===== src/rtl/lanewr_pkg.sv =====
package lanewr_pkg;
  // Width of one byte lane: 8 data bits plus one parity bit.
  localparam int unsigned LANE_W    = 9;
  localparam int unsigned MAX_LANES = 4;

  // Strobes handed from the control decode to the datapath.
  typedef struct packed {
    logic [MAX_LANES-1:0] laneEn;
    logic                 valid;
  } wrStrobe_t;
endpackage


===== src/rtl/lanewr_ctrl.sv =====
module lanewr_ctrl
  import lanewr_pkg::*;
#(
  parameter int unsigned LANES = 4
) (
  input  logic             clk,
  input  logic             rstN,
  input  logic             globalWrN,
  input  logic             byteWrEnN,
  input  logic [LANES-1:0] laneSelN,
  output wrStrobe_t        strobe
);

  // Input register stage: the reset value is the inactive (high) level.
  logic             gwQ;
  logic             bweQ;
  logic [LANES-1:0] selQ;

  always_ff @(posedge clk or negedge rstN) begin
    if (!rstN) begin
      gwQ  <= 1'b1;
      bweQ <= 1'b1;
      selQ <= '1;
    end else begin
      gwQ  <= globalWrN;
      bweQ <= byteWrEnN;
      selQ <= laneSelN;
    end
  end

  // Decode: a global write wins, then a byte write, else a read.
  logic [MAX_LANES-1:0] laneDec;

  always_comb begin
    laneDec = '0;
    if (!gwQ) begin
      laneDec[LANES-1:0] = '1;
    end else if (!bweQ) begin
      laneDec[LANES-1:0] = ~selQ;
    end
  end

  always_comb begin
    strobe.laneEn = laneDec;
    strobe.valid  = |laneDec;
  end

  // Global write enables every lane one cycle later.
  assert_global_all_R2: assert property (@(posedge clk) disable iff (!rstN)
    !globalWrN |=> (strobe.laneEn[LANES-1:0] == {LANES{1'b1}}));

  // Byte write follows the inverted selects of the sampled cycle.
  assert_byte_sel_R3: assert property (@(posedge clk) disable iff (!rstN)
    (globalWrN && !byteWrEnN) |=> (strobe.laneEn[LANES-1:0] == ~$past(laneSelN)));

  // A read cycle enables nothing.
  assert_read_none_R4: assert property (@(posedge clk) disable iff (!rstN)
    (globalWrN && byteWrEnN) |=> (strobe.laneEn == '0));

endmodule


===== src/rtl/lanewr_dpath.sv =====
module lanewr_dpath
  import lanewr_pkg::*;
#(
  parameter int unsigned LANES  = 4,
  parameter int unsigned ADDR_W = 4
) (
  input  logic                    clk,
  input  logic                    rstN,
  input  wrStrobe_t               strobe,
  input  logic [ADDR_W-1:0]       addrIn,
  input  logic [LANES*LANE_W-1:0] dataIn,
  output logic [LANES-1:0]        laneWrEn,
  output logic                    wrValid,
  output logic [LANES*LANE_W-1:0] bitWrMask,
  output logic [ADDR_W-1:0]       addrOut,
  output logic [LANES*LANE_W-1:0] dataOut
);

  localparam int unsigned DATA_W = LANES * LANE_W;

  // Address and data registers, captured on the same edge as the controls.
  always_ff @(posedge clk or negedge rstN) begin
    if (!rstN) begin
      addrOut <= '0;
      dataOut <= '0;
    end else begin
      addrOut <= addrIn;
      dataOut <= dataIn;
    end
  end

  assign laneWrEn = strobe.laneEn[LANES-1:0];
  assign wrValid  = strobe.valid;

  // Expand each lane enable across the bits of its lane.
  for (genvar k = 0; k < LANES; k++) begin : g_lane
    assign bitWrMask[k*LANE_W +: LANE_W] = {LANE_W{laneWrEn[k]}};
  end

  // Unused lanes of the strobe struct must stay quiet in the narrow build.
  if (LANES < MAX_LANES) begin : g_unused
    assert_unused_quiet_R8: assert property (@(posedge clk) disable iff (!rstN)
      strobe.laneEn[MAX_LANES-1:LANES] == '0);
  end

  // The valid flag and the mask agree.
  assert_valid_mask_R5: assert property (@(posedge clk) disable iff (!rstN)
    wrValid == (bitWrMask != {DATA_W{1'b0}}));

  // Address and data move with the controls.
  assert_addr_data_follow_R6: assert property (@(posedge clk) disable iff (!rstN)
    1'b1 |=> (addrOut == $past(addrIn)) && (dataOut == $past(dataIn)));

endmodule


===== src/rtl/lane_write_decoder.sv =====
module lane_write_decoder
  import lanewr_pkg::*;
#(
  parameter bit          WIDE   = 1'b1,
  parameter int unsigned ADDR_W = 4,
  localparam int unsigned LANES  = WIDE ? 4 : 2,
  localparam int unsigned DATA_W = LANES * LANE_W
) (
  input  logic              clk,
  input  logic              rstN,
  input  logic              globalWrN,
  input  logic              byteWrEnN,
  input  logic [LANES-1:0]  laneSelN,
  input  logic [ADDR_W-1:0] addrIn,
  input  logic [DATA_W-1:0] dataIn,
  output logic [LANES-1:0]  laneWrEn,
  output logic              wrValid,
  output logic [DATA_W-1:0] bitWrMask,
  output logic [ADDR_W-1:0] addrOut,
  output logic [DATA_W-1:0] dataOut
);

  wrStrobe_t strobe;

  lanewr_ctrl #(.LANES(LANES)) i_ctrl (
    .clk       (clk),
    .rstN      (rstN),
    .globalWrN (globalWrN),
    .byteWrEnN (byteWrEnN),
    .laneSelN  (laneSelN),
    .strobe    (strobe)
  );

  lanewr_dpath #(.LANES(LANES), .ADDR_W(ADDR_W)) i_dpath (
    .clk       (clk),
    .rstN      (rstN),
    .strobe    (strobe),
    .addrIn    (addrIn),
    .dataIn    (dataIn),
    .laneWrEn  (laneWrEn),
    .wrValid   (wrValid),
    .bitWrMask (bitWrMask),
    .addrOut   (addrOut),
    .dataOut   (dataOut)
  );

endmodule


===== config.mk =====
export PLATFORM = sky130hd
export DESIGN_NAME = lane_write_decoder
export DESIGN_NICKNAME = d
export VERILOG_FILES = /design/src/rtl/lanewr_pkg.sv /design/src/rtl/lanewr_ctrl.sv /design/src/rtl/lanewr_dpath.sv /design/src/rtl/lane_write_decoder.sv
export SDC_FILE = /design/constraint.sdc
export NUM_CORES = 1
export LEC_CHECK = 0
export CAP_MARGIN = 20
export CORE_UTILIZATION = 33
export DETAILED_ROUTE_END_ITERATION = 10
export PLACE_DENSITY = 0.84
export SLEW_MARGIN = 20
export SYNTH_ARGS = -nofsm -noshare
export SYNTH_HDL_FRONTEND = slang
export SYNTH_SLANG_ARGS = --single-unit
export TNS_END_PERCENT = 10

===== constraint.sdc =====
create_clock -name clk -period 2.7 [get_ports clk]
set_input_delay 0.405 -clock clk [delete_from_list [all_inputs] [get_ports clk]]
set_output_delay 0.405 -clock clk [all_outputs]
set_load 0.005 [all_outputs]

==> impl_metrics.yaml <==
outcome:
  outcome: "finished clean"
clocking:
  cts_htree_levels: 2
  root_buffer: "sky130_fd_sc_hd__clkbuf_8"
  clock_path_buffers: 2
  ctsResizeCount: 0
  clock-sinks: 46
  clock_transition_at_path_regs_ns: 0.07
  cts_post_setup_buffers_inserted: 0
  post_cts_hold_buffer_count: 0
  cts-buffers-inserted: 5
  tritoncts: "yes"
global_route:
  grt_pass1_wl_mm: 4.28
  grt_util_all_layers_pct: 13.6
  grt_start_max_net_pins: 47
  grt_antenna_before_repair: 0
  vias_in_the_first_global_route: 926
  grt_overflow_total: 0
sta:
  timing.final.setup_violations: 0
  setup_total_negative_slack_ns: 0
  report.final.hold_viol_count: 0
  rsz0062_at_grt: "false"
  achievable-frequency_ghz: 0.409
  max-slew-margin-rel_pct: 38.4
  final_period_minus_worst_setup_slack_ns: 2.45
  worst_slew_pin_slew_ns: 0.914
  layout_worst_path_cycle_share_pct: 90.6
  maxSlewViolCount: 0
finish:
  nFillCells: 318
  nNetsFinal: 235
  area_delta_synth_final_pct: 78.5
  area_occupied_by_multi_input_gates_um2: 33.8
  post_layout_nonfiller_instances: 238
  antennaDiodeCount: 0
  post_route_cells_drive_above_1_share_pct: 6.38
  post-route-cell-area_um2: 2610
  layout.area.seq_um2: 1160
logic_synthesis:
  flip_flop_and_latch_count_after_synthesis: 46
  number_of_enable_flip_flop_cells_after_synthesis: 0
  syn-cell-area_um2: 1460
  distinct_cell_type_count_of_the_synthesized_netlist: 6
  most_frequent_cell_after_synthesis: "sky130_fd_sc_hd__dfrtp_1"
  syn_nets: 136
  mean_area_per_synthesized_cell_um2: 16.6
  synth.area.top_cells: "sky130_fd_sc_hd__dfrtp_1 (68%), sky130_fd_sc_hd__buf_4 (18%), sky130_fd_sc_hd__dfstp_2 (11%)"
  synth_top_flop_cell: "sky130_fd_sc_hd__dfrtp_1"
  post_synthesis_cells: 88
  post_synth_most_frequent_cells: "sky130_fd_sc_hd__dfrtp_1 (40), sky130_fd_sc_hd__buf_4 (36), sky130_fd_sc_hd__dfstp_2 (6), sky130_fd_sc_hd__o21ai_0 (4)"
  synth_top_area_share_pct: 68.4
  asyncSetResetFlopFracSynth_pct: 100
  synth.largest_area_cell: "sky130_fd_sc_hd__dfrtp_1"
  synth.yosys.seq_area_share_pct: 79.2
  ys_warn_count: 0
worst_setup_path:
  timing.critical_path.slowest_cell_delay_ns: 0.72
  critical_path.max_fanout: 10
  crit_slowest_cell: "sky130_fd_sc_hd__o21ai_0"
  crit_arrival_ns: 2.04
  element_type_at_the_critical_path_start: "flip-flop"
  setup.worst_path.end_class: "output port"
  worst-setup-path-type: "reg2out"
  crit_path_max_delay_family: "compound AO/OA/AOI/OAI gates"
  worstPathBufferInverterCount: 1
  cp.required_ns: 2.30
  crit_path_cell_trace: "o21ai_0 -> clkdlybuf4s50_1"
placed_design:
  placed_cells: 230
  gp_routability_congestion: 0.644
  port_buffers: 128
  placedInstanceArea_um2: 2530
route:
  finalWirelength_mm: 2.94
  dr.first_iter.drc_count: 15
  drc: 0
  drt.antenna.violating_nets: 0
  detailedRoute.firstPassIterationCount: 3
  post_drt_via_cell_ratio: 4.17
  route.vias.total: 992
  routedWlPerCell_um: 12.4
hold_path:
  holdCritPathClass: "in2async"
pwr:
  cellPowerDensity_nw_per_um2: 517
  power.ir.vdd_worst_mv: 0.367
  fin_total_pwr_mw: 1.35
  leakage_nw: 1.09
floorplan:
  die_width_um: 68.6
  die_height_um: 68.6
  boundaryPins: 129
  fp.dieArea_um2: 4700
  floorplan.core_area_um2: 4120
  num_rows: 23
  starting_density_of_the_core_pct: 35.5
flow_run:
  drv_cap: 0
metal layers:
layer | part of all wire [%] | GRT usage [%] | vias up
met4 | 2.1 | 8.07 | 0
li1 | - | - | 433
met2 | 54 | 23.7 | 81
met3 | 12 | 6.25 | 6
met5 | 0 | 0 | -
met1 | 31 | 13.0 | 472
path summary, 6_finish.rpt:
check | startpoint | end | cells past startpoint
max | i_ctrl.bweQ$_DFF_PN1_ | bitWrMask[28] | 2
min | rstN | i_dpath.dataOut[31]$_DFF_PN0_ | 1
max in group asynchronous | rstN | i_dpath.dataOut[7]$_DFF_PN0_ | 1
min in group clk | laneSelN[3] | i_ctrl.selQ[3]$_DFF_PN1_ | 1
state kept, by name (all words and copies together) (netlist names):
register         cells
i_ctrl.gwQ           1
i_dpath.addrOut      4
i_ctrl.bweQ          1
i_dpath.dataOut     36
i_ctrl.selQ          4
placed cells by master (no fill, tap or decap):
cell and n:
sky130_fd_sc_hd__clkdlybuf4s50_1 127, sky130_fd_sc_hd__dfrtp_1 40, sky130_fd_sc_hd__dfstp_2 6, sky130_fd_sc_hd__clkbuf_8 5, sky130_fd_sc_hd__o21ai_0 4, sky130_fd_sc_hd__clkbuf_1 3, sky130_fd_sc_hd__a41o_1 1, sky130_fd_sc_hd__nand2_1 1
sky130_fd_sc_hd__buf_2 1
power by group:
part,switching (mW),total [mW],internal [mW]
Combinational,0.0644,0.237,0.172
Clock,0.192,0.375,0.184
Sequential,0.0111,0.738,0.727
logic make-up after synthesis:
family / Yosys count / share of synthesized area, %
compound gates: 5 / 2.05
buf+inv: 36 / 18.5
flops: 46 / 79.2
simple gates: 1 / 0.256
layout make-up:
type / count / area share, %
tap: 50 / 2.40
timing repair buffer: 128 / 48.9
multi-input combinational: 6 / 1.29
sequential: 46 / 44.4
clock buffer: 8 / 3.07
metrics by stage:
stage | util (%) | worst slack [ns] | hold slack (ns)
2_1_floorplan | - | 1.05 | 0.109
3_3_place_gp | 61.5 | 0.596 | 0.587
3_5_place_dp | 61.5 | 0.499 | 0.599
4_1_cts | 63.5 | 0.180 | 0.286
5_1_grt | 63.5 | 0.0434 | 0.318
6_report | 63.5 | 0.253 | 0.256
(Power assumes the default switching activity.)
